<file path="src/rtl/cpu_clk_pkg.sv">
package cpu_clk_pkg;

  typedef enum logic [1:0] {
    ST_RUN    = 2'd0,
    ST_HALT   = 2'd1,
    ST_STOP   = 2'd2,
    ST_SETTLE = 2'd3
  } stbState_e;

  // control -> datapath strobes and pending configuration
  typedef struct packed {
    logic       mainOn;
    logic       subOn;
    logic       nextSub;
    logic       nextSubFast;
    logic [1:0] nextDivCode;
  } dpCtrl_t;

  localparam int          DATA_W    = 8;
  localparam int          PERIOD_W  = 4;
  localparam logic [1:0]  ADDR_CLK  = 2'd0;
  localparam logic [1:0]  ADDR_OSC  = 2'd1;
  localparam logic [1:0]  ADDR_SRC  = 2'd2;
  localparam logic [7:0]  CLK_MASK  = 8'h83;
  localparam logic [7:0]  OSC_MASK  = 8'h03;
  localparam logic [7:0]  SRC_MASK  = 8'h11;
  localparam logic [7:0]  CLK_RESET = 8'h02;

  function automatic logic [PERIOD_W-1:0] periodOf(input logic sub, input logic fast,
                                                   input logic [1:0] code);
    if (sub) return fast ? PERIOD_W'(2) : PERIOD_W'(4);
    case (code)
      2'd0:    return PERIOD_W'(1);
      2'd1:    return PERIOD_W'(4);
      default: return PERIOD_W'(8);
    endcase
  endfunction

endpackage

</file>
<file path="src/rtl/cpu_clk_datapath.sv">
module cpu_clk_datapath
  import cpu_clk_pkg::*;
#(
  parameter int PERI_DIV = 2
) (
  input  logic    clk,
  input  logic    rstN,
  input  logic    mainTick,
  input  logic    subTick,
  input  dpCtrl_t ctl,
  output logic    mainTickG,
  output logic    subTickG,
  output logic    boundary,
  output logic    activeSub,
  output logic    periClkEn
);

  logic [PERIOD_W-1:0] cnt;
  logic [PERIOD_W-1:0] divVal;
  logic                srcSub;
  logic                srcTick;

  assign mainTickG = mainTick & ctl.mainOn;
  assign subTickG  = subTick & ctl.subOn;
  assign srcTick   = srcSub ? subTickG : mainTickG;
  assign boundary  = srcTick && (cnt == divVal - PERIOD_W'(1));
  assign activeSub = srcSub;

  always_ff @(posedge clk or negedge rstN) begin
    if (!rstN) begin
      cnt    <= '0;
      divVal <= PERIOD_W'(8);
      srcSub <= 1'b0;
    end else if (srcTick) begin
      if (boundary) begin
        cnt    <= '0;
        srcSub <= ctl.nextSub;
        divVal <= periodOf(ctl.nextSub, ctl.nextSubFast, ctl.nextDivCode);
      end else begin
        cnt <= cnt + PERIOD_W'(1);
      end
    end
  end

  generate
    if (PERI_DIV <= 1) begin : g_periDirect
      assign periClkEn = mainTickG;
    end else begin : g_periCount
      localparam int PERI_W = $clog2(PERI_DIV);
      logic [PERI_W-1:0] periCnt;
      logic              periLast;
      assign periLast  = (periCnt == PERI_W'(PERI_DIV - 1));
      assign periClkEn = mainTickG & periLast;
      always_ff @(posedge clk or negedge rstN) begin
        if (!rstN)          periCnt <= '0;
        else if (mainTickG) periCnt <= periLast ? '0 : periCnt + PERI_W'(1);
      end
    end
  endgenerate

endmodule

</file>
<file path="src/rtl/cpu_clk_control.sv">
module cpu_clk_control
  import cpu_clk_pkg::*;
#(
  parameter int SETTLE_TICKS = 4096
) (
  input  logic              clk,
  input  logic              rstN,
  input  logic              wrEn,
  input  logic [1:0]        wrAddr,
  input  logic [DATA_W-1:0] wrData,
  input  logic [1:0]        rdAddr,
  output logic [DATA_W-1:0] rdData,
  input  logic              haltReq,
  input  logic              stopReq,
  input  logic              wakeIrq,
  input  logic              boundary,
  input  logic              mainTickG,
  input  logic              activeSub,
  output dpCtrl_t           ctl,
  output stbState_e         state,
  output logic              cpuClkEn,
  output logic              mainOscEn,
  output logic              subOscEn,
  output logic              fbResEn
);

  localparam int SETTLE_W = $clog2(SETTLE_TICKS + 1);

  logic [DATA_W-1:0] clkReg;
  logic [DATA_W-1:0] oscReg;
  logic [DATA_W-1:0] srcReg;
  logic [SETTLE_W-1:0] settleCnt;
  logic settleDone;

  // register file
  always_ff @(posedge clk or negedge rstN) begin
    if (!rstN) begin
      clkReg <= CLK_RESET;
      oscReg <= '0;
      srcReg <= '0;
    end else if (wrEn) begin
      case (wrAddr)
        ADDR_CLK: begin
          clkReg[6:0] <= wrData[6:0] & CLK_MASK[6:0];
          clkReg[7]   <= wrData[7] & activeSub & srcReg[4];
        end
        ADDR_OSC: oscReg <= wrData & OSC_MASK;
        ADDR_SRC: begin
          srcReg <= wrData & SRC_MASK;
          if (!wrData[4]) clkReg[7] <= 1'b0;
        end
        default: ;
      endcase
    end
  end

  // standby sequencing
  assign settleDone = mainTickG && (settleCnt == SETTLE_W'(SETTLE_TICKS - 1));

  always_ff @(posedge clk or negedge rstN) begin
    if (!rstN) begin
      state     <= ST_RUN;
      settleCnt <= '0;
    end else begin
      case (state)
        ST_RUN: begin
          if (stopReq && !activeSub) state <= ST_STOP;
          else if (haltReq)          state <= ST_HALT;
        end
        ST_HALT: if (wakeIrq) state <= ST_RUN;
        ST_STOP: begin
          if (wakeIrq) begin
            state     <= ST_SETTLE;
            settleCnt <= '0;
          end
        end
        ST_SETTLE: begin
          if (settleDone)     state <= ST_RUN;
          else if (mainTickG) settleCnt <= settleCnt + SETTLE_W'(1);
        end
        default: state <= ST_RUN;
      endcase
    end
  end

  assign mainOscEn = rstN & (state != ST_STOP) & ~clkReg[7];
  assign subOscEn  = ~oscReg[0];
  assign fbResEn   = ~oscReg[1];
  assign cpuClkEn  = boundary & (state == ST_RUN);

  assign ctl.mainOn      = mainOscEn;
  assign ctl.subOn       = subOscEn;
  assign ctl.nextSub     = srcReg[4];
  assign ctl.nextSubFast = srcReg[0];
  assign ctl.nextDivCode = clkReg[1:0];

  always_comb begin
    case (rdAddr)
      ADDR_CLK: rdData = clkReg;
      ADDR_OSC: rdData = oscReg;
      ADDR_SRC: rdData = srcReg;
      default:  rdData = '0;
    endcase
  end

endmodule

</file>
<file path="src/rtl/cpu_clk_mgr.sv">
module cpu_clk_mgr
  import cpu_clk_pkg::*;
#(
  parameter int PERI_DIV     = 2,
  parameter int SETTLE_TICKS = 4096
) (
  input  logic       clk,
  input  logic       rstN,
  input  logic       mainTick,
  input  logic       subTick,
  input  logic       wrEn,
  input  logic [1:0] wrAddr,
  input  logic [7:0] wrData,
  input  logic [1:0] rdAddr,
  output logic [7:0] rdData,
  input  logic       haltReq,
  input  logic       stopReq,
  input  logic       wakeIrq,
  output logic       cpuClkEn,
  output logic       periClkEn,
  output logic       subPeriClkEn,
  output logic       mainOscEn,
  output logic       subOscEn,
  output logic       fbResEn
);

  dpCtrl_t   ctl;
  stbState_e stbState;
  logic      mainTickG;
  logic      subTickG;
  logic      boundary;
  logic      activeSub;

  cpu_clk_control #(.SETTLE_TICKS(SETTLE_TICKS)) u_ctrl (
    .clk, .rstN, .wrEn, .wrAddr, .wrData, .rdAddr, .rdData,
    .haltReq, .stopReq, .wakeIrq,
    .boundary, .mainTickG, .activeSub,
    .ctl, .state(stbState), .cpuClkEn, .mainOscEn, .subOscEn, .fbResEn
  );

  cpu_clk_datapath #(.PERI_DIV(PERI_DIV)) u_dp (
    .clk, .rstN, .mainTick, .subTick, .ctl,
    .mainTickG, .subTickG, .boundary, .activeSub, .periClkEn
  );

  assign subPeriClkEn = subTickG;

endmodule

</file>
<file path="config.mk">
export PLATFORM = sky130hd
export DESIGN_NAME = cpu_clk_mgr
export DESIGN_NICKNAME = d
export VERILOG_FILES = /design/src/rtl/cpu_clk_pkg.sv /design/src/rtl/cpu_clk_datapath.sv /design/src/rtl/cpu_clk_control.sv /design/src/rtl/cpu_clk_mgr.sv
export SDC_FILE = /design/constraint.sdc
export NUM_CORES = 1
export LEC_CHECK = 0
export ABC_CLOCK_PERIOD_IN_PS = 3500
export BUFFER_PORTS_ARGS = -buffer_cell sky130_fd_sc_hd__buf_2
export CORE_ASPECT_RATIO = 1.1
export CORE_UTILIZATION = 55
export CTS_BUF_LIST = sky130_fd_sc_hd__clkbuf_8 sky130_fd_sc_hd__clkbuf_16
export CTS_CLUSTER_SIZE = 40
export DETAILED_ROUTE_END_ITERATION = 8
export GPL_ROUTABILITY_DRIVEN = 0
export MAX_ROUTING_LAYER = met4
export PLACE_DENSITY = 0.82
export SETUP_SLACK_MARGIN = 0.05
export SYNTH_ARGS = -nofsm -noshare
export SYNTH_HDL_FRONTEND = slang
export SYNTH_SLANG_ARGS = --single-unit
</file>
<file path="constraint.sdc">
create_clock -name clk -period 3.5 [get_ports clk]
set_clock_uncertainty 0.1 [all_clocks]
set_input_delay 0.525 -clock clk [delete_from_list [all_inputs] [get_ports clk]]
set_output_delay 0.525 -clock clk [all_outputs]
set_load 0.02 [all_outputs]
</file>
Word level (Yosys, flattened, before mapping)
Cells that the tools add are included.
{"block": "op_classes", "reduce_logical": 17, "eq_ne": 18, "bitwise": 11, "mux": 23, "addsub": 4}
{"cell": "$mux W13", "n": 3}
{"cell": "$pmux W13 S2", "n": 1}
{"cell": "$pmux W8 S3", "n": 1}
{"cell": "$add A13 B1 Y13 const B", "n": 1}
{"cell": "$eq A13 B12 Y1 const B", "n": 1}
{"cell": "$mux W4", "n": 3}
{"cell": "$mux W2", "n": 5}
{"cell": "$ne A2 B2 Y1 const B", "n": 5}
{"cell": "$and A1 B1 Y1", "n": 8}
{"cell": "$eq A2 B1 Y1 const B", "n": 4}
{"cell": "$eq A2 B2 Y1 const B", "n": 4}
{"cell": "$logic_not A2 Y1", "n": 4}
{"cell": "$pmux W2 S4", "n": 1}
{"cell": "$pmux W4 S2", "n": 1}
{"cell": "$reduce_and A2 Y1", "n": 4}
{"cell": "$reduce_and A4 Y1", "n": 2}
{"cell": "$mux W1", "n": 6}
{"cell": "$add A4 B1 Y4 const B", "n": 1}
{"cell": "$eq A4 B4 Y1", "n": 1}
{"cell": "$ne A2 B1 Y1 const B", "n": 2}
{"cell": "$reduce_bool A2 Y1", "n": 2}
{"cell": "$sub A4 B1 Y4 const B", "n": 1}
{"cell": "$logic_and A1 B1 Y1", "n": 3}
{"cell": "$mux W3", "n": 1}
{"cell": "other kinds (6)", "n": 8}
{"block": "totals", "in_bits": 20, "out_inout_bits": 14, "reg_bits": 32, "wordCells": 83}

Longest topological paths before layout
{"block": "logic_depth", "word_depth": 9, "ltp_mapped": 6, "depth_no_buf": 6}

By module
Synthesis repeated with hierarchy kept, for this count alone.
{"block": "unflattened", "hier_cells": 191, "hier_area_um2": 1915.6}
{"module": "cpu_clk_control", "seq_area_each_um2": 551.8, "instances": 1, "area_per_inst_um2": 1337.5, "cells_per_inst": 136}
{"module": "cpu_clk_datapath", "seq_area_each_um2": 251.5, "instances": 1, "area_per_inst_um2": 578.1, "cells_per_inst": 55}

Worst setup path before layout
No wires, ideal clock.
{"block": "synth_timing", "kind": "register to output", "start": "register u_ctrl.state[1]", "end": "output port cpuClkEn", "required_time_ns": 2.875, "setup_slack_ns": 0.961, "t_arrival_ns": 1.914, "n_path_buf": 2, "stages_incl_launch_ff": 7, "path_cell_list": "dfrtp_1 > clkbuf_2 > nor2b_4 > o31a_1 > buf_2 > nor3_4 > nor3b_1"}
{"block": "synth_via", "elab_chain_cells": 7, "elab_cells_between_ends": 8, "classes_between": "eq/ne (1); mux (1); bitwise (4); reduce/logical (2)"}
{"item": "start: declaration", "line_no": "cpu_clk_control.sv:20", "source": "output stbState_e state,"}
{"item": "start signal: assignment", "line_no": "cpu_clk_control.sv:62", "source": "state <= ST_RUN;"}
{"item": "start signal: assignment", "line_no": "cpu_clk_control.sv:67", "source": "if (stopReq && !activeSub) state <= ST_STOP;"}
{"item": "start signal: assignment", "line_no": "cpu_clk_control.sv:68", "source": "else if (haltReq) state <= ST_HALT;"}
{"item": "$ne A2 B2 Y1", "line_no": "cpu_clk_control.sv:86", "source": "assign mainOscEn = rstN & (state != ST_STOP) & ~clkReg[7];"}
{"item": "$and A1 B1 Y1 (2 in series)", "line_no": "cpu_clk_control.sv:86"}
{"item": "$and A1 B1 Y1", "line_no": "cpu_clk_datapath.sv:23", "source": "assign mainTickG = mainTick & ctl.mainOn;"}
{"item": "$mux W1", "line_no": "cpu_clk_datapath.sv:25", "source": "assign srcTick = srcSub ? subTickG : mainTickG;"}
{"item": "$logic_and A1 B1 Y1", "line_no": "cpu_clk_datapath.sv:26", "source": "assign boundary = srcTick && (cnt == divVal - PERIOD_W'(1));"}
{"item": "$and A1 B1 Y1 *", "line_no": "cpu_clk_control.sv:89", "source": "assign cpuClkEn = boundary & (state == ST_RUN);"}
{"item": "end: declaration", "line_no": "cpu_clk_mgr.sv:19", "source": "output logic cpuClkEn,"}
Mark *: on every way between the ends. The rest lies on a longest branch, timed or not.

Final worst setup path
{"block": "layout_timing", "start": "register u_ctrl.state[0]", "end": "output port cpuClkEn"}
Same word-level chain as after synthesis.

==> results.tsv <==
metric	value	unit
max-cap violations	0	
full die area	3600	sq um
gr busiest metal	met2	
fin util	0.660	
Hold Vio Cnt, Final	0	
R2R Setup Slk	1.41	ns
initial antenna violation count	0	
Syn Area/Cell	9.78	sq um
post-synthesis sequential area ratio	0.434	
CTS Root Cell	clkbuf_8	
Pre-antenna DRT Iters	6	
Initial Util	0.591	
CP max stage delay	0.55	ns
CTS Hold Bufs	0	
n_diodes	0	
vias	1522	
Power Density	544	nW/um^2
FF+latch count, synth	32	
total gr overflow	0	
top cells by area, synth	dfrtp_1 41%, mux2_2 6.1%, nand2_1 3.5%	
CTS clk-pin slew, worst paths	0.06	ns
DP Wirelength	2820	microns
num rows	21	
Initial DRC Count	51	
most frequent cells in the layout	30 x dfrtp_1, 25 x buf_2, 17 x nand2_1	
Worst EP arrival	2.27	ns
Critical Path RT	2.87	ns
Synth async-reset ratio	1.00	
leading cell type in the layout, fill and taps excluded	dfrtp_1	
worst-skew pair later-pin latency	0.28	ns
met3 usage	0.0621	
Post-CTS Setup Repair Bufs	0	
Power, Total	1120	uW
setup TNS	0	ns
Tot GR Track Use	0.241	
total CTS buffers	5	
number of routed nets with antenna violations	0	
Yosys top cell area share	0.406	
Syn Std Cell Area	1850	sq um
most area-hungry cell type in the Yosys netlist	dfrtp_1	
reg2reg path depth	5	
vias in the first global route	1439	
CTS tree	built	
CP Max Fanout	10	
share of cells above drive strength 1	0.240	
final setup vio count	0	
Netlist cell types	43	
CTS resizes	0	
synth warn	0	
Max Slew Vio Count	0	
pin count of the biggest net entering global routing	35	
DIE HEIGHT	62.8	microns
Longest Clk Path Bufs	2	
Critical Path Sink Type	primary output	
cells after synthesis	189	
# clock sinks	32	
CP max-delay cell	dfrtp_1	
port bufs	25	
core footprint	3130	sq um
Peak VDD IR	379	uV
DR DRC count	0	
RSZ-0062 raised after global routing	false	
first-pass GRT wire length	6350	microns
fmax	345	MHz
outcome	complete, no violations	
vias per inst	6.06	
crit share post-route	0.827	
I/O pin count	34	
Area Overhead vs Synth	11.6	%
layout net count	239	
CP cell instances	nor2b_4 -> o31a_1 -> nor3_4 -> nor3b_1 -> buf_2	
dominant synthesized flop cell	dfrtp_1	
met1 Use GR	0.278	
die extent in x	57.3	microns
hold slack	0.195	ns
crit path kind	reg2out	
Final Routed Wirelength	3810	microns
EDFF count, synth	0	
met2 GRT Util	0.407	
Leakage	0.000921	uW
Worst Hold Class	in2async	
WL/cell	15.2	microns
minimum clock period	2.90	ns
H-tree depth	2	
crit start category	flip-flop	
-- layout make-up --
type | count | area (sq um)
clock buffer | 5 | 68.8
clock inverter | 3 | 12.5
fill | 244 | 1060
inverter | 8 | 30.0
multi-input combinational | 142 | 966
sequential | 32 | 803
tap | 34 | 42.5
timing repair buffer | 27 | 140
-- through the flow --
step / area (sq um) / setup WS [ns] / instances
after detailed placement: 1980 / 0.823 / 243
after CTS: 2060 / 0.611 / 251
final: 2060 / 0.604 / 251
after global placement: 1980 / 0.886 / 243
after global routing: 2060 / 0.507 / 251
after floorplan: 1860 / 0.961 / 192
-- synthesized netlist by cell type, types with 2 or more instances --
library cell	count
and4_1	2
nand4_1	4
o311ai_0	3
xnor2_1	2
dfstp_2	2
and3b_1	2
or4_1	3
o221ai_1	2
mux2_2	10
nor3b_1	2
nor2_1	11
xor2_1	3
nand3b_1	5
inv_1	8
and2_1	3
nand2_1	17
dfrtp_1	30
o21ai_0	11
or2_2	2
a31oi_1	2
buf_4	5
a21oi_1	9
ha_1	3
nor3_1	7
or3_1	3
o31ai_1	6
nand2b_1	3
buf_2	3
mux2i_1	6
nand3_1	7
-- kinds of logic after synthesis --
group | after synthesis | synth area share
and+or+nand+nor | 77 | 0.242
AOI/OAI and AO/OA | 36 | 0.122
DFF | 32 | 0.434
buffers and inverters | 18 | 0.0494
muxes | 16 | 0.0934
xor gates and xnor gates | 6 | 0.0359
adders and majority gates | 3 | 0.0203
other | 1 | 0.00203
-- power by group --
part	internal [uW]	switching, uW	total, uW
registers	449	97.7	546
clock network	133	130	263
logic	145	168	313
-- per-layer routing --
| layer | part of all wire | vias to the layer above | routed length (microns) |
|---|---|---|---|
| met5 | 0 | - | 0 |
| met4 | 0.014 | 0 | 53 |
| met3 | 0.040 | 5 | 152 |
| met2 | 0.49 | 40 | 1890 |
| met1 | 0.45 | 747 | 1720 |
| li1 | - | 730 | - |
-- state kept, by name, summed over array words and instances, names as in the netlist --
name,count
u_ctrl.clkReg,3
u_dp.cnt,4
u_ctrl.srcReg,2
u_ctrl.settleCnt,13
u_ctrl.oscReg,2
u_dp.activeSub,1
u_dp.divVal,4
u_dp.g_periCount.periCnt,1
u_ctrl.state,2
-- critical path, delay by kind of cell, from the launching register on --
family	cells	cell delay, ns
AO/OA/AOI/OAI	1	0.41
buffers and inverters	1	0.22
flip-flops	1	0.55
AND/OR/NAND/NOR	3	0.81
-- worst paths after layout --
check                                                     startpoint                                    to
max in group asynchronous                                       rstN            u_dp.divVal[3]$_DFFE_PN1P_
worst max register to register       u_ctrl.settleCnt[0]$_DFFE_PN0P_      u_ctrl.settleCnt[10]$_DFFE_PN0P_
worst min-delay path                                            rstN       u_ctrl.settleCnt[8]$_DFFE_PN0P_
min in group clk                                           wrData[1]          u_ctrl.clkReg[1]$_DFFE_PN1P_
worst max-delay path                     u_ctrl.state[0]$_DFFE_PN0P_                              cpuClkEn
worst min register to register  u_dp.g_periCount.periCnt$_DFFE_PN0P_  u_dp.g_periCount.periCnt$_DFFE_PN0P_
(Power assumes the default switching activity.)
